**src/rtl/sram_cyc_pkg.sv**
```systemverilog
// Package: shared cycle-kind encoding and helpers for the burst SRAM
// cycle decoder. Assumes six cycle kinds, one-hot encoded by enum value.
package sram_cyc_pkg;

    localparam int CYC_W = 6;

    typedef enum logic [2:0] {
        CYC_DESEL    = 3'd0,
        CYC_SLEEP    = 3'd1,
        CYC_RD_BEGIN = 3'd2,
        CYC_WR_BEGIN = 3'd3,
        CYC_CONT     = 3'd4,
        CYC_SUSP     = 3'd5
    } cyc_kind_e;

    // Sampled control view handed to the classifier.
    typedef struct packed {
        logic sleep;
        logic strobe_p;
        logic strobe_c;
        logic selected;
        logic advance;
        logic wr_req;
    } ctl_t;

    // Next-state bundle produced by the classifier.
    typedef struct packed {
        logic [CYC_W-1:0] cyc;
        logic             wr;
        logic             rd;
        logic             load;
        logic             step;
        logic             sess;
    } nxt_t;

    function automatic logic [CYC_W-1:0] kind_to_onehot(input cyc_kind_e k);
        return CYC_W'(1) << k;
    endfunction

endpackage

```
**src/rtl/sram_wr_combine.sv**
```systemverilog
// Module: merges global write, byte-write master enable and per-byte
// enables into one active-high write request. Assumes active-low inputs;
// the per-byte OR is built as a generated chain sized by NUM_BYTES.
module sram_wr_combine #(
    parameter int NUM_BYTES = 4
) (
    input  logic [NUM_BYTES-1:0] bw_n,
    input  logic                 bwe_n,
    input  logic                 gw_n,
    output logic                 wr_req
);
    logic [NUM_BYTES:0] any_byte;

    assign any_byte[0] = 1'b0;

    // Accumulate "some byte lane enabled" lane by lane.
    for (genvar gi = 0; gi < NUM_BYTES; gi++) begin : g_lane
        assign any_byte[gi+1] = any_byte[gi] | ~bw_n[gi];
    end

    // Global write wins; otherwise master enable plus any lane.
    assign wr_req = ~gw_n | (~bwe_n & any_byte[NUM_BYTES]);

endmodule

```
**src/rtl/sram_cyc_classify.sv**
```systemverilog
// Module: combinational cycle classifier. Applies the priority
// sleep > strobe decode (deselect / read begin / write begin) >
// continuation (continue / suspend) and derives the next flags and
// session state. Assumes the session flag reflects the previous edge.
module sram_cyc_classify
    import sram_cyc_pkg::*;
(
    input  ctl_t ctl,
    input  logic sess_q,
    output nxt_t nxt
);
    cyc_kind_e kind;
    logic      is_cont;

    // Pick the cycle kind by fixed priority.
    always_comb begin
        if (ctl.sleep)
            kind = CYC_SLEEP;
        else if (ctl.strobe_p || ctl.strobe_c) begin
            if (!ctl.selected)
                kind = CYC_DESEL;
            else if (ctl.strobe_p)
                kind = CYC_RD_BEGIN;
            else if (ctl.wr_req)
                kind = CYC_WR_BEGIN;
            else
                kind = CYC_RD_BEGIN;
        end else if (ctl.advance)
            kind = CYC_CONT;
        else
            kind = CYC_SUSP;
    end

    assign is_cont = (kind == CYC_CONT) || (kind == CYC_SUSP);

    // Derive flags and session state from the kind.
    always_comb begin
        nxt.cyc  = kind_to_onehot(kind);
        nxt.load = (kind == CYC_RD_BEGIN) || (kind == CYC_WR_BEGIN);
        nxt.wr   = (kind == CYC_WR_BEGIN) || (is_cont && sess_q && ctl.wr_req);
        nxt.rd   = (kind == CYC_RD_BEGIN) || (is_cont && sess_q && !ctl.wr_req);
        nxt.step = (kind == CYC_CONT) && sess_q;
        if (nxt.load)
            nxt.sess = 1'b1;
        else if (is_cont)
            nxt.sess = sess_q;
        else
            nxt.sess = 1'b0;
    end

endmodule

```
**src/rtl/sram_cyc_state.sv**
```systemverilog
// Module: registers the classifier result. Synchronous active-low reset
// returns the deselect kind with all flags and the session cleared.
module sram_cyc_state
    import sram_cyc_pkg::*;
(
    input  logic clk,
    input  logic rst_n,
    input  nxt_t nxt,
    output nxt_t cur
);
    // Capture the decoded cycle on each rising edge.
    always_ff @(posedge clk) begin
        if (!rst_n) begin
            cur.cyc  <= kind_to_onehot(CYC_DESEL);
            cur.wr   <= 1'b0;
            cur.rd   <= 1'b0;
            cur.load <= 1'b0;
            cur.step <= 1'b0;
            cur.sess <= 1'b0;
        end else begin
            cur <= nxt;
        end
    end

endmodule

```
**src/rtl/sram_cycle_decoder.sv**
```systemverilog
// Module: top of the burst SRAM cycle decoder. Samples control pins at
// each rising edge, registers a one-hot cycle kind plus burst/data flags,
// and gates the data-bus driver with the unclocked output enable.
// Assumes all control inputs are synchronous to clk except oe_n.
module sram_cycle_decoder
    import sram_cyc_pkg::*;
#(
    parameter int NUM_BYTES = 4
) (
    input  logic                 clk,
    input  logic                 rst_n,
    input  logic                 sleep_req,
    input  logic                 ce1_n,
    input  logic                 ce2,
    input  logic                 ce3_n,
    input  logic                 adsp_n,
    input  logic                 adsc_n,
    input  logic                 adv_n,
    input  logic [NUM_BYTES-1:0] bw_n,
    input  logic                 bwe_n,
    input  logic                 gw_n,
    input  logic                 oe_n,
    output logic                 wr_strobe,
    output logic [5:0]           cyc_q,
    output logic                 wr_q,
    output logic                 rd_q,
    output logic                 burst_load,
    output logic                 burst_step,
    output logic                 dq_oe
);
    ctl_t ctl;
    nxt_t nxt;
    nxt_t cur;
    logic wr_req;

    sram_wr_combine #(.NUM_BYTES(NUM_BYTES)) i_wr_combine (
        .bw_n   (bw_n),
        .bwe_n  (bwe_n),
        .gw_n   (gw_n),
        .wr_req (wr_req)
    );

    // Translate pin polarities into the classifier view.
    always_comb begin
        ctl.sleep    = sleep_req;
        ctl.strobe_p = ~adsp_n;
        ctl.strobe_c = ~adsc_n;
        ctl.selected = ~ce1_n & ce2 & ~ce3_n;
        ctl.advance  = ~adv_n;
        ctl.wr_req   = wr_req;
    end

    sram_cyc_classify i_classify (
        .ctl    (ctl),
        .sess_q (cur.sess),
        .nxt    (nxt)
    );

    sram_cyc_state i_state (
        .clk   (clk),
        .rst_n (rst_n),
        .nxt   (nxt),
        .cur   (cur)
    );

    // Drive registered results and the unclocked bus enable.
    always_comb begin
        wr_strobe  = wr_req;
        cyc_q      = cur.cyc;
        wr_q       = cur.wr;
        rd_q       = cur.rd;
        burst_load = cur.load;
        burst_step = cur.step;
        dq_oe      = cur.rd & ~oe_n;
    end

endmodule

```
**config.mk**
```make
export PLATFORM = sky130hd
export DESIGN_NAME = sram_cycle_decoder
export DESIGN_NICKNAME = d
export VERILOG_FILES = /design/src/rtl/sram_cyc_pkg.sv /design/src/rtl/sram_wr_combine.sv /design/src/rtl/sram_cyc_classify.sv /design/src/rtl/sram_cyc_state.sv /design/src/rtl/sram_cycle_decoder.sv
export SDC_FILE = /design/constraint.sdc
export NUM_CORES = 1
export LEC_CHECK = 0
export BUFFER_PORTS_ARGS = -buffer_cell sky130_fd_sc_hd__buf_2
export CORE_MARGIN = 5
export CORE_UTILIZATION = 30
export DETAILED_ROUTE_END_ITERATION = 8
export PLACE_DENSITY_LB_ADDON = 0.2
export SETUP_SLACK_MARGIN = 0.4
export SLEW_MARGIN = 30
export SYNTH_ARGS = -nofsm -noshare
export SYNTH_HDL_FRONTEND = slang
export SYNTH_SLANG_ARGS = --single-unit
```
**constraint.sdc**
```tcl
create_clock -name clk -period 0.8 [get_ports clk]
set_input_delay 0.2 -clock clk [delete_from_list [all_inputs] [get_ports clk]]
set_output_delay 0.2 -clock clk [all_outputs]
set_load 0.01 [all_outputs]
```
# Word-level counts from Yosys, hierarchy flattened
# Index checks and enable logic that the tools add are counted.
[word_totals] regBits=11 inputBits=16 output_inout_bits=12 elab_cells=49
[op_classes] n_eq_ne=5 shift=1 mux=8 n_bitwise=19 n_reduce_logical=10
[ops] op="$mux 3" count=4
[ops] op="$not 1->1" count=11
[ops] op="$eq 3x2->1 const B" count=2
[ops] op="$eq 3x3->1 const B" count=2
[ops] op="$shl 1x3->6 const A" count=1
[ops] op="$logic_or 1x1->1" count=5
[ops] op="$and 1x1->1" count=4
[ops] op="$logic_and 1x1->1" count=4
[ops] op="$mux 1" count=4
[ops] op="$or 1x1->1" count=4
[ops] op="$ne 2x1->1 const B" count=1
[ops] op="$logic_not 1->1" count=1

# Depth between registers and ports, before layout
[depth] ltp_word=16 mapped_depth=4 ltp_nobuf=4

# Modules after synthesis
# From an unflattened synthesis, not the netlist that was laid out.
[hier_totals] hier_cells=53 area_unflattened_um2=489.2
[modules_own_cells] mod="sram_cyc_state" n_inst=1 cells_each=23 area_each_um2=309.0 seq_area_each_um2=220.2
[modules_own_cells] mod="sram_cyc_classify" n_inst=1 cells_each=23 area_each_um2=136.4 seq_area_each_um2=0.0
[modules_own_cells] mod="sram_cycle_decoder" n_inst=1 cells_each=5 area_each_um2=30.0 seq_area_each_um2=0.0
[modules_own_cells] mod="sram_wr_combine" n_inst=1 cells_each=2 area_each_um2=13.8 seq_area_each_um2=0.0

# Worst setup path after synthesis
# No wires, ideal clock.
[synth_path] path_type="in2reg" startpoint="input port bw_n[3]" endpoint="register, netlist name i_state.cur[3]" setup_time_ns=0.121 arrival_time_ns=0.772 required_time_ns=0.679 slack_ns=-0.092 cell_stages=4 n_path_buf=0 path_cell_list="a41o_1 -> and2_4 -> inv_1 -> o31ai_2"
[synth_via] elab_chain_len=14 word_cells_on_any_way=17 classes_between="3 x eq/ne; 5 x mux; 4 x bitwise; 5 x reduce/logical"
[synth_lines] item="from (decl)" line="sram_cycle_decoder.sv:19" source="input logic [NUM_BYTES-1:0] bw_n,"
[synth_lines] item="$not 1->1 (*)" line="sram_wr_combine.sv:18" source="assign any_byte[gi+1] = any_byte[gi] | ~bw_n[gi];"
[synth_lines] item="$or 1x1->1 (*)" line="sram_wr_combine.sv:18"
[synth_lines] item="$and 1x1->1 (*)" line="sram_wr_combine.sv:22" source="assign wr_req = ~gw_n | (~bwe_n & any_byte[NUM_BYTES]);"
[synth_lines] item="$or 1x1->1 (*)" line="sram_wr_combine.sv:22"
[synth_lines] item="via wr_strobe" line="sram_cycle_decoder.sv:23" source="output logic wr_strobe,"
[synth_lines] item="$mux 1" line="sram_cyc_classify.sv:24" source="else if (ctl.wr_req)"
[synth_lines] item="$mux 3" line="sram_cyc_classify.sv:22" source="else if (ctl.strobe_p)"
[synth_lines] item="$mux 3" line="sram_cyc_classify.sv:20" source="if (!ctl.selected)"
[synth_lines] item="$mux 3" line="sram_cyc_classify.sv:19" source="else if (ctl.strobe_p || ctl.strobe_c) begin"
[synth_lines] item="$mux 3" line="sram_cyc_classify.sv:17" source="if (ctl.sleep)"
[synth_lines] item="$eq 3x3->1" line="sram_cyc_classify.sv:34" source="assign is_cont = (kind == CYC_CONT) || (kind == CYC_SUSP);"
[synth_lines] item="$logic_or 1x1->1" line="sram_cyc_classify.sv:34"
[synth_lines] item="$logic_and 1x1->1 (2 in a row)" line="sram_cyc_classify.sv:41" source="nxt.rd = (kind == CYC_RD_BEGIN) || (is_cont && sess_q && !ctl.wr_req);"
[synth_lines] item="$logic_or 1x1->1 (*)" line="sram_cyc_classify.sv:41"
# Mark *: on every way through the listed nets, which the timed path passes. The rest lies on a longest branch.
# A chain may end at the register's enable or synchronous reset.

# Final worst setup path
[layout_path] startpoint="input port bw_n[1]" endpoint="output port wr_strobe"
[layout_via] elab_chain_len=6
[layout_lines] item="$not 1->1" line="sram_wr_combine.sv:18"
[layout_lines] item="$or 1x1->1 (3 in a row)" line="sram_wr_combine.sv:18"
[layout_lines] item="$and 1x1->1" line="sram_wr_combine.sv:22"
[layout_lines] item="$or 1x1->1" line="sram_wr_combine.sv:22"
[layout_lines] item="to (decl)" line="sram_cycle_decoder.sv:23"
# No other way between the ends.

==> qor.txt <==
total CTS buffers = 3
LEAKAGE = 0.421 nW
initial core utilization = 32.9%
Combinational Power Share = 22.3%
status = finished, violations left
top flop regs = i_state.cur: 11 flops
sequential area share after synthesis = 49.6%
Final Cycle Share = 129%
DRC viols = 0
Max IR drop VDD = 0.000999 V
max FFs per register = 11
clock share of power = 31.1%
CTS root buf = clkbuf_4
layout cells sized above 1 = 86.4%
clk sink count = 11
violated checks = setup timing
Gate Count Post-Synth = 41
CP required = 600 ps
H-tree depth = 1
Largest Register = i_state.cur
TritonCTS clock tree = built
DP Wirelength = 903 um
final hold vios = 0
Vias/cell = 4.97
fin worst setup slack = -236 ps
die area = 2350 um2
HP Class = in -> reg
max_slew headroom = 81.1%
Area growth, synth to finish = 115%
Final #Nets = 98
wire length per cell = 15.0 um
worst hold slack = 98.5 ps
initial drt markers = 1
CP Data Arrival Time = 840 ps
clk slew on worst S/H paths = 70 ps
Net Sw Frac = 24.9%
Die Height = 48.5 um
grt ovf = 0
worst flop-to-flop path endpoint = i_state.cur[3]
largest net degree at the start of global routing = 9
Core ar. = 1350 um2
reg-to-reg critical path startpoint = i_state.cur[0]
overall routing resource usage = 11.7%
post-synth net total = 57
Final Non-Filler Cells = 96
syn_area_per_cell = 10.8 um2
post-placement cell count = 86
Critical Path Fanout Max = 3
final weighted congestion of routability-driven global placement = 0.741
Pwr per Cell Area = 1270 nW/um2
vias in the first global route = 485
CP endpoint = wr_strobe
internal power = 913 uW
Place WS = -261 ps
Final Power = 1.22 mW
R2R Setup Slk = 40 ps
part of the power in registers = 46.6%
Post-Syn Area = 444 um2
sw power = 303 uW
PortBufs = 27
Peak Freq = 0.966 GHz
number of top-level pins = 28
Startpoint Class = input pin
n_diodes = 0
Final setup violation count = 12
RSZ-0062 raised after global routing = yes
kind of critical path = in -> out
Crit. Startpoint = bw_n[1]
later-pin clock latency in the skew report = 270 ps
final wirelength = 1.44 mm
Worst Reg2Reg Path Length in Cells = 2
most common cell after layout, fill and taps aside = buf_6
vias post-DR = 477
die width = 48.5 um
antenna violations before repair = 0
Final ANT Viol Nets = 0
Max-cap violations = 0
FF+latch count, synth = 11
row cnt = 13
Final Slew Violations = 0
worst clock skew = 3.12 ps
count of cell types in the netlist = 21
Fill cells = 95
global-route wire length before repair = 2.12 mm
Ys Warns = 0
DRT Pass-1 Iters = 2
most frequent cells in the layout = 21 x buf_6, 11 x dfxtp_2, 7 x buf_2, 6 x buf_8
CP endpoint kind = output port
Longest Clk Path Bufs = 2
worst slew pin tran = 282 ps
fin crit period = 1040 ps
[worst max-delay path, stage by stage]
cell	delay [ps]
buf_6	90
a41o_1	240
and2_4	160
inv_4	50
buf_6	90
[cells by family (layout without fill, tap and decap cells)]
| logic type | count (synthesis) | after routing | share of synthesized area [%] |
|---|---|---|---|
| simple gates | 20 | 20 | 34.9 |
| flops | 11 | 11 | 49.6 |
| compound gates | 8 | 8 | 12.1 |
| buf+inv | 2 | 42 | 3.38 |
[power groups by stage]
stage	registers, mW	logic, mW	clock network [mW]
after floorplan	0.582	0.0689	0
after global placement	0.576	0.159	0
after detailed placement	0.576	0.162	0
after CTS	0.566	0.237	0.382
after global routing	0.567	0.285	0.419
final	0.566	0.271	0.379
[per-layer routing]
metal | part of all wire, % | global-route usage (%) | routed length, um
met1 | 32 | 9.96 | 466
met2 | 55 | 22.4 | 785
met3 | 7.4 | 3.67 | 106
met4 | 5.5 | 8.07 | 79
met5 | 0 | 0 | 0
[worst min path at each step]
stage,start,to,cells after the start
after floorplan,adv_n,i_state.cur[9],1
after global placement,adv_n,i_state.cur[9],2
after detailed placement,adv_n,i_state.cur[9],2
after CTS,adv_n,i_state.cur[9],2
after global routing,rst_n,i_state.cur[5],2
final,rst_n,i_state.cur[5],2
[area by class of cell]
class                           count  area [um2]  area share, %
Inverter                            1        6.26          0.655
Multi-Input combinational cell     28         284           29.8
Tap cell                           15        18.8           1.97
Sequential cell                    11         234           24.5
Clock buffer                        3        22.5           2.36
Clock inverter                      1        5.00          0.524
Timing Repair Buffer               37         384           40.2
[cells in the mapped netlist, drive strengths merged]
library cell  count  share of area, %
nand3             1               1.1
and4              1               2.3
buf               1               2.5
nand2             3               2.5
nor2b             2               2.8
o21ai             1               1.1
and2              3               4.8
inv               1              0.84
o31ai             1               2.8
nand2b            2               2.8
a31oi             1               1.4
a21oi             4               4.5
a41o              1               2.3
nor4b             1               5.4
nor3              1               1.1
nand3b            3               5.9
nor3b             3               6.2
dfxtp            11                50
[stage by stage]
step / utilization (%) / cell area (um2) / TNS, ps
finish: 70.7 / 955 / -1480
global route: 70.7 / 955 / -1800
CTS: 65.8 / 888 / -1500
detailed placement: 49.1 / 663 / -1470
global placement: 49.1 / 663 / -1340
floorplan: - / 494 / -84.1
[repair_timing]
item / in CTS / in global routing
setup buffers: 3 / 3
hold buffers: 0 / 0
setup endpoints to repair: 22 / 22
gates resized for setup: 41 / 11
pin swaps: 11 / 4
(Power assumes the default switching activity.)
